## src/rtl/zq_cal_pkg.sv

```systemverilog
package zq_cal_pkg;
  typedef enum logic {
    ZQ_SHORT = 1'b0,
    ZQ_LONG  = 1'b1
  } zq_kind_e;
endpackage

```

## src/rtl/zq_interval_timer.sv

```systemverilog
module zq_interval_timer #(
  parameter int INTV_W = 21
) (
  input  logic              clk,
  input  logic              rst,
  input  logic              tick,
  input  logic              en,
  input  logic              restart,
  input  logic [INTV_W-1:0] interval,
  output logic              expire
);
  logic [INTV_W-1:0] cnt;
  logic [INTV_W:0]   nxt;

  assign nxt    = {1'b0, cnt} + (INTV_W+1)'(1);
  // reaching the programmed count closes the interval; 0 behaves as 1
  assign expire = tick & en & ~restart & (nxt >= {1'b0, interval});

  always_ff @(posedge clk) begin
    if (rst || restart || !en) cnt <= '0;
    else if (expire)           cnt <= '0;
    else if (tick)             cnt <= nxt[INTV_W-1:0];
  end
endmodule

```

## src/rtl/zq_rank_timer.sv

```systemverilog
module zq_rank_timer #(
  parameter int LEN_W = 10
) (
  input  logic             clk,
  input  logic             rst,
  input  logic             load,
  input  logic [LEN_W-1:0] len,
  output logic             busy
);
  logic [LEN_W-1:0] left;

  always_ff @(posedge clk) begin
    if (rst) begin
      busy <= 1'b0;
      left <= '0;
    end else if (load) begin
      busy <= 1'b1;
      left <= len;
    end else if (busy) begin
      if (left == LEN_W'(1)) busy <= 1'b0;
      else                   left <= left - LEN_W'(1);
    end
  end
endmodule

```

## src/rtl/zq_round_ctrl.sv

```systemverilog
module zq_round_ctrl
  import zq_cal_pkg::*;
#(
  parameter int NUM_RANKS = 4
) (
  input  logic                 clk,
  input  logic                 rst,
  input  logic                 expire,
  input  logic                 init_cal,
  input  logic                 cfg_parallel,
  input  logic [NUM_RANKS-1:0] gnt,
  input  logic [NUM_RANKS-1:0] busy,
  output zq_kind_e             kind,
  output logic [NUM_RANKS-1:0] load,
  output logic [NUM_RANKS-1:0] cs_req,
  output logic [NUM_RANKS-1:0] cl_req
);
  localparam int IDX_W = (NUM_RANKS > 1) ? $clog2(NUM_RANKS) : 1;
  localparam logic [IDX_W-1:0] LAST_IDX = IDX_W'(NUM_RANKS - 1);

  logic                 pend_s, pend_l, active, serial_q;
  zq_kind_e             kind_q;
  logic [IDX_W-1:0]     idx;
  logic [NUM_RANKS-1:0] req_all, first_vec, next_vec;
  logic                 start, step, last_step;

  assign req_all   = cs_req | cl_req;
  assign load      = req_all & gnt;
  assign kind      = kind_q;
  assign start     = !active && (pend_s || pend_l);
  assign step      = active && (req_all == '0) && (busy == '0);
  assign last_step = step && (!serial_q || idx == LAST_IDX);
  assign first_vec = cfg_parallel ? '1 : NUM_RANKS'(1);
  assign next_vec  = NUM_RANKS'(1) << (idx + IDX_W'(1));

  always_ff @(posedge clk) begin
    if (rst) begin
      pend_s   <= 1'b0;
      pend_l   <= 1'b0;
      active   <= 1'b0;
      serial_q <= 1'b0;
      kind_q   <= ZQ_SHORT;
      idx      <= '0;
      cs_req   <= '0;
      cl_req   <= '0;
    end else begin
      pend_l <= (pend_l & ~start) | init_cal;
      pend_s <= (pend_s & ~(start & ~pend_l)) | expire;
      if (start) begin
        active   <= 1'b1;
        serial_q <= ~cfg_parallel;
        idx      <= '0;
        kind_q   <= pend_l ? ZQ_LONG : ZQ_SHORT;
        cl_req   <= pend_l ? first_vec : '0;
        cs_req   <= pend_l ? '0 : first_vec;
      end else if (step) begin
        if (last_step) begin
          active <= 1'b0;
        end else begin
          idx    <= idx + IDX_W'(1);
          cl_req <= (kind_q == ZQ_LONG) ? next_vec : '0;
          cs_req <= (kind_q == ZQ_LONG) ? '0 : next_vec;
        end
      end else begin
        cs_req <= cs_req & ~gnt;
        cl_req <= cl_req & ~gnt;
      end
    end
  end
endmodule

```

## src/rtl/zq_cal_sched.sv

```systemverilog
module zq_cal_sched
  import zq_cal_pkg::*;
#(
  parameter int NUM_RANKS = 4,
  parameter int INTV_W    = 21,
  parameter int SHORT_W   = 3,
  parameter int LONG_W    = 5,
  parameter int SHORT_SH  = 4,
  parameter int LONG_SH   = 5
) (
  input  logic                 clk,
  input  logic                 rst,
  input  logic                 refi_tick,
  input  logic                 init_cal,
  input  logic                 cfg_periodic_en,
  input  logic [INTV_W-1:0]    cfg_interval,
  input  logic [SHORT_W-1:0]   cfg_short_len,
  input  logic [LONG_W-1:0]    cfg_long_len,
  input  logic                 cfg_parallel,
  input  logic [NUM_RANKS-1:0] gnt,
  output logic [NUM_RANKS-1:0] zqcs_req,
  output logic [NUM_RANKS-1:0] zqcl_req,
  output logic [NUM_RANKS-1:0] busy
);
  localparam int SHORT_BITS = SHORT_W + SHORT_SH;
  localparam int LONG_BITS  = LONG_W + LONG_SH;
  localparam int LEN_W      = (SHORT_BITS > LONG_BITS) ? SHORT_BITS : LONG_BITS;

  logic                 expire;
  zq_kind_e             kind;
  logic [NUM_RANKS-1:0] load;
  logic [LEN_W-1:0]     short_len, long_len, sel_len, win_len;

  zq_interval_timer #(.INTV_W(INTV_W)) u_intv (
    .clk      (clk),
    .rst      (rst),
    .tick     (refi_tick),
    .en       (cfg_periodic_en),
    .restart  (init_cal),
    .interval (cfg_interval),
    .expire   (expire)
  );

  zq_round_ctrl #(.NUM_RANKS(NUM_RANKS)) u_round (
    .clk          (clk),
    .rst          (rst),
    .expire       (expire),
    .init_cal     (init_cal),
    .cfg_parallel (cfg_parallel),
    .gnt          (gnt),
    .busy         (busy),
    .kind         (kind),
    .load         (load),
    .cs_req       (zqcs_req),
    .cl_req       (zqcl_req)
  );

  always_comb begin
    short_len = LEN_W'(cfg_short_len) << SHORT_SH;
    long_len  = LEN_W'(cfg_long_len) << LONG_SH;
    sel_len   = (kind == ZQ_LONG) ? long_len : short_len;
    win_len   = (sel_len == '0) ? LEN_W'(1) : sel_len;
  end

  for (genvar r = 0; r < NUM_RANKS; r++) begin : g_rank
    zq_rank_timer #(.LEN_W(LEN_W)) u_tmr (
      .clk  (clk),
      .rst  (rst),
      .load (load[r]),
      .len  (win_len),
      .busy (busy[r])
    );
  end
endmodule

```

## config.mk

```make
export PLATFORM = sky130hd
export DESIGN_NAME = zq_cal_sched
export DESIGN_NICKNAME = d
export VERILOG_FILES = /design/src/rtl/zq_cal_pkg.sv /design/src/rtl/zq_interval_timer.sv /design/src/rtl/zq_rank_timer.sv /design/src/rtl/zq_round_ctrl.sv /design/src/rtl/zq_cal_sched.sv
export SDC_FILE = /design/constraint.sdc
export NUM_CORES = 1
export LEC_CHECK = 0
export BUFFER_PORTS_ARGS = -buffer_cell sky130_fd_sc_hd__clkbuf_2
export CORE_ASPECT_RATIO = 0.9
export CORE_MARGIN = 8
export CORE_UTILIZATION = 45
export CTS_BUF_LIST = sky130_fd_sc_hd__clkbuf_4 sky130_fd_sc_hd__clkbuf_8
export DETAILED_ROUTE_END_ITERATION = 8
export PLACE_DENSITY = 0.66
export SLEW_MARGIN = 20
export SYNTH_ARGS = -nofsm -noshare
export SYNTH_HDL_FRONTEND = slang
export SYNTH_SLANG_ARGS = --single-unit
```

## constraint.sdc

```tcl
create_clock -name clk -period 4.4 [get_ports clk]
set_input_delay 0.22 -clock clk [delete_from_list [all_inputs] [get_ports clk]]
set_output_delay 0.22 -clock clk [all_outputs]
set_load 0.1 [all_outputs]
```

# After elaboration in Yosys (flattened, before gate mapping)

Index checks and enable logic that the tools add are counted.

Input port bits: 39
Register bits after elaboration: 80

Bitwise gates (word level): 19
Muxes and demuxes: 41
Add/sub/neg operators: 6
Order comparisons: 1
Shift operators: 1
Equality and inequality tests: 10
Reduce and logical (&&, ||, !) cells: 28

Operator list:

| cell                                                                    | count |
|---|---|
| 10-bit 2-to-1 mux                                                       | 14 |
| 4-bit 2-to-1 mux                                                        | 11 |
| 10-bit by 1-bit equality test with 1-bit output (second input constant) | 4 |
| 10-bit by 1-bit subtractor with 10-bit output (second input constant)   | 4 |
| 21-bit by 1-bit adder with 22-bit output (second input constant)        | 1 |
| 22-bit by 21-bit greater-or-equal comparator with 1-bit output          | 1 |
| 1-bit 2-to-1 mux                                                        | 16 |
| 4-bit bitwise AND                                                       | 3 |
| 2-bit AND reduction                                                     | 6 |
| 2-bit nonzero test                                                      | 6 |
| 10-bit logical NOT                                                      | 1 |
| 4-bit logical NOT                                                       | 2 |
| 2-bit != test (second input constant)                                   | 4 |
| 1-bit bitwise AND                                                       | 6 |
| 1-bit NOT                                                               | 6 |
| 1-bit logical AND                                                       | 4 |
| 1-bit logical OR                                                        | 4 |
| 4-bit NOT                                                               | 1 |
| 4-bit OR                                                                | 1 |
| 2-bit OR reduction                                                      | 2 |
| 1-bit by 2-bit << shifter with 4-bit output (first input constant)      | 1 |
| 1-bit logical NOT                                                       | 3 |
| 3-bit by 2-bit != test with 1-bit output (second input constant)        | 1 |
| 2-bit by 1-bit adder with 2-bit output (second input constant)          | 1 |
| other kinds (2)                                                         | 3 |

# Longest topological paths before layout

Word-level depth: 8
Depth in mapped cells: 15

# Modules after synthesis

A second synthesis with hierarchy kept.

Cells, all modules: 648
Area total of the unflattened synthesis: 5626.6 um^2

By module, submodules not included:

| module            | instances | cells each | sequential area each (um^2) | area each (um^2) |
|---|---|---|---|---|
| zq_rank_timer     | 4         | 77         | 220.2                       | 666.9 |
| zq_interval_timer | 1         | 232        | 420.4                       | 2025.7 |
| zq_round_ctrl     | 1         | 98         | 300.3                       | 837.1 |
| zq_cal_sched      | 1         | 10         | 0.0                         | 96.3 |

# Least setup slack after synthesis

No wires, ideal clock.

Kind: reg-to-reg
Start: reg u_intv.cnt[0]
End: reg u_round.pend_s
Stages on the path, launching flop included: 16
Data arrival time: 3.133 ns
Path buffers: 1
Setup slack: 1.151 ns
Library setup time: 0.116 ns
Path through: dfxtp_1 ha_1 nand2_1 nor3_1 nand4_1 nand2b_1 nand2b_1 nand2_1 ha_1 nand3_1 nor4_1 a221o_1 a211oi_2 buf_2 nand2_1 a31o_2

Cells in the longest elaborated chain, start to end: 4

RTL lines:

| element                                                        | line                    | RTL |
|---|---|---|
| from (decl)                                                    | zq_interval_timer.sv:12 | `logic [INTV_W-1:0] cnt;` |
| from (signal assigned)                                         | zq_interval_timer.sv:22 | `else if (tick) cnt <= nxt[INTV_W-1:0];` |
| 21-bit by 1-bit adder with 22-bit output                       | zq_interval_timer.sv:15 | `assign nxt = {1'b0, cnt} + (INTV_W+1)'(1);` |
| net u_intv.nxt[18]                                             | zq_interval_timer.sv:13 | `logic [INTV_W:0] nxt;` |
| 22-bit by 21-bit greater-or-equal comparator with 1-bit output | zq_interval_timer.sv:17 | `assign expire = tick & en & ~restart & (nxt >= {1'b0, interval});` |
| 1-bit bitwise AND                                              | zq_interval_timer.sv:17 |  |
| 1-bit OR                                                       | zq_round_ctrl.sv:48     | `pend_s <= (pend_s & ~(start & ~pend_l)) \| expire;` |
| to (signal assigned)                                           | zq_round_ctrl.sv:48     |  |
| to (decl)                                                      | zq_round_ctrl.sv:21     | `logic pend_s, pend_l, active, serial_q;` |

The timed path passes the listed nets, and every way through them passes these cells.
A chain may end at the register's enable or synchronous reset.

# Worst setup path after layout

Start: reg u_intv.cnt[2]
End: reg u_intv.cnt[10]

Cells in the longest elaborated chain, start to end: 4

RTL lines:

| element                                                        | line |
|---|---|
| 21-bit by 1-bit adder with 22-bit output                       | zq_interval_timer.sv:15 |
| net u_intv.nxt[17]                                             | zq_interval_timer.sv:13 |
| 22-bit by 21-bit greater-or-equal comparator with 1-bit output | zq_interval_timer.sv:17 |
| 1-bit bitwise AND                                              | zq_interval_timer.sv:17 |
| 2-bit OR reduction (no line)                                   | n/a |

The timed path passes the listed nets, and every way through them passes these cells.

==> results.cfg <==
[status]
outcome = finished clean

[grt]
grt_pass1_vias = 4517
grt_max_degree = 58
antenna_found_initial = 0
grt.total_usage = 0.177
grt_pass1_wl_mm = 21.6
gr-total-overflow = 0

[routing]
ant_nets = 0
wl_met2_mm = 5.84
drcViolationCount = 0
drtIter0Drc = 287
wl_mm = 12.8
route.vias.total = 4681
top_layer = met4
viasPerCell = 5.58
first_pass_iters = 6
routedWlPerCell_um = 15.2
dr_wl_met3_um = 488
m1WireLength_mm = 6.25

[synth]
synth_fa_ha_area_frac = 0.0882
synth.distinct_cells = 68
synth_top_family_by_area = simple AND/OR/NAND/NOR gates
synth_compound_area_frac = 0.195
syn_nets = 714
ys_ff_latch = 80
synth_edf_count = 0
synth-xor-area-share = 0.0652
ys_seq_area_frac = 0.314
synthFlopType = dfxtp_1
muxShareOfSynthArea = 0.00637
async_flop_share = 0
synthSimpleGateAreaFrac = 0.264
synth.cell_area_um2 = 5110
syn_inst = 639
syn-mean-instance-area_um2 = 7.99
ys_warn_count = 0

[power]
ir_worst_vdd_mv = 0.177
finalPower_uw = 1880
p_per_area_nw_per_um2 = 330
power_leakage_uw = 0.00227

[floorplanning]
pin_count = 51
fp.dieH_um = 117
start_util = 0.454
fp.dieW_um = 128
rows = 37
dieArea_um2 = 15000
core-area_um2 = 11200

[sta]
tns_ps = 0
max-slew-margin-rel = 0.285
rsz0062_at_grt = no
setup_viol_count_final = 0
clock.fmax_ghz = 0.250
slew_viol_final = 0
finalCriticalPeriod_ps = 4000
hold_viol_final = 0
finClkSkew_ps = 9.64
tightest_slew_ps = 1060
fin_hold_ws_ps = 85.4
period_share = 0.909

[worst_setup_path]
crit_arrival_ps = 4260
end_kind = flip-flop
regToRegStartpoint = u_intv.cnt[2]$_SDFFE_PP0P_
start_kind = flip-flop
path_max_fanout = 13
startpoint = u_intv.cnt[2]$_SDFFE_PP0P_
criticalPathCategory = reg2reg
required_ps = 4660

[finish]
final_nets = 753
syn2layout_area_growth_pct = 11.6
regArea_um2 = 1600
final_common_cell = dfxtp_1
antenna_cells = 0
final.fill_count = 1091
fin_cells = 839
drive_gt1_frac = 0.146
layout_common_cells = dfxtp_1 (80), inv_1 (60), nor2_1 (57), nand2_1 (57), clkbuf_2 (50)
multiInputGateArea_um2 = 3160

[clock_tree]
max-clock-path-buffers = 2
h-tree-depth = 3
cts_resized = 0
clk_pin_slew_ps = 90
numCtsBuffers = 9
cts.sinks = 80
cts_root_buffer = clkbuf_8
cts_tree = done
clk_latency_ps = 360
cts_hold_buffers = 0
postCtsSetupRepairBufs = 0

[placed_design]
finalWeightedCongestion = 0.842
dp_hpwl_mm = 9.46
dp.cells = 823
io_buffers = 50

[min_path]
worstHoldStart = cfg_parallel
hold_path.class = in2reg

[job]
drv_cap = 0
## worst max-delay path, stage by stage, from the launching register on
cell      delay [ps]
dfxtp_1          480
and3_1           220
nand3_1          230
nor3_2           430
and4_1           290
xnor2_1          130
ha_1             280
nand4_1          150
nor4_1           100
a221o_1          330
a211oi_2         240
nand4_1          600
o22ai_1          410
## flip-flops by register name (all words and copies together), names as in the netlist
| signal | flops |
|---|---|
| u_round.cl_req | 4 |
| u_round.pend_l | 1 |
| u_round.kind | 1 |
| g_rank.u_tmr.busy | 4 |
| u_round.idx | 2 |
| u_round.pend_s | 1 |
| u_intv.cnt | 21 |
| g_rank.u_tmr.left | 40 |
| u_round.active | 1 |
| u_round.cs_req | 4 |
| u_round.serial_q | 1 |
## path summary, 6_finish.rpt
kind              depth (start not counted)  slack (ps)                             to
setup reg to reg                         12         400    u_intv.cnt[10]$_SDFFE_PP0P_
hold / removal                            2          90  u_round.serial_q$_SDFFE_PP0P_
hold reg to reg                           2         490    u_intv.cnt[12]$_SDFFE_PP0P_
setup / recovery                         12         400    u_intv.cnt[10]$_SDFFE_PP0P_
## power by group
group | total (uW) | internal [uW] | switching [uW] | leakage [uW]
Sequential | 842 | 779 | 63.0 | 0.000651
Combinational | 417 | 164 | 254 | 0.00151
Clock | 622 | 337 | 285 | 0.000109
Total | 1880 | 1280 | 602 | 0.00227
## metrics by stage
step	util	setup slack, ps	area (um2)
3_5_place_dp	0.486	508	5470
3_3_place_gp	0.486	725	5470
4_1_cts	0.507	484	5700
2_1_floorplan	-	1150	5110
6_report	0.507	400	5700
5_1_grt	0.507	19.9	5700
## final cells by class
type / count / area share
clock buffer: 10 / 0.0241
clock inverter: 6 / 0.0162
inverter: 60 / 0.0395
multi-input combinational: 472 / 0.555
sequential: 80 / 0.281
tap: 156 / 0.0342
timing repair buffer: 55 / 0.0505
## synthesized netlist by cell type (all sizes together) (6+ instances only)
| cell | number | area share |
|---|---|---|
| a211oi | 23 | 0.035 |
| a21oi | 36 | 0.035 |
| a311oi | 8 | 0.015 |
| a41oi | 14 | 0.025 |
| and3 | 11 | 0.015 |
| buf | 10 | 0.011 |
| clkbuf | 17 | 0.012 |
| dfxtp | 80 | 0.31 |
| ha | 36 | 0.088 |
| inv | 60 | 0.044 |
| nand2 | 63 | 0.049 |
| nand2b | 11 | 0.013 |
| nand3 | 24 | 0.024 |
| nand4 | 10 | 0.013 |
| nor2 | 58 | 0.043 |
| nor2b | 6 | 0.0074 |
| nor3 | 32 | 0.032 |
| nor4 | 12 | 0.022 |
| o211ai | 7 | 0.010 |
| o21ai | 12 | 0.012 |
| o22ai | 13 | 0.016 |
| or3 | 11 | 0.014 |
| xnor2 | 23 | 0.039 |
| xor2 | 15 | 0.026 |
## metal layers
| metal | vias up | global-route usage |
|---|---|---|
| li1 | 2369 | - |
| met1 | 2200 | 0.237 |
| met2 | 98 | 0.280 |
| met3 | 14 | 0.0389 |
| met4 | 0 | 0.0530 |
| met5 | - | 0 |
## cells by family (layout without fill, tap and decap cells)
group / after synthesis / after routing
AND/OR/NAND/NOR: 257 / 257
AO/OA/AOI/OAI: 138 / 138
buffers and inverters: 87 / 131
flip-flops: 80 / 80
XOR/XNOR: 38 / 38
adder cells (fa/ha/maj): 36 / 36
multiplexers: 3 / 3
(Power assumes the default switching activity.)
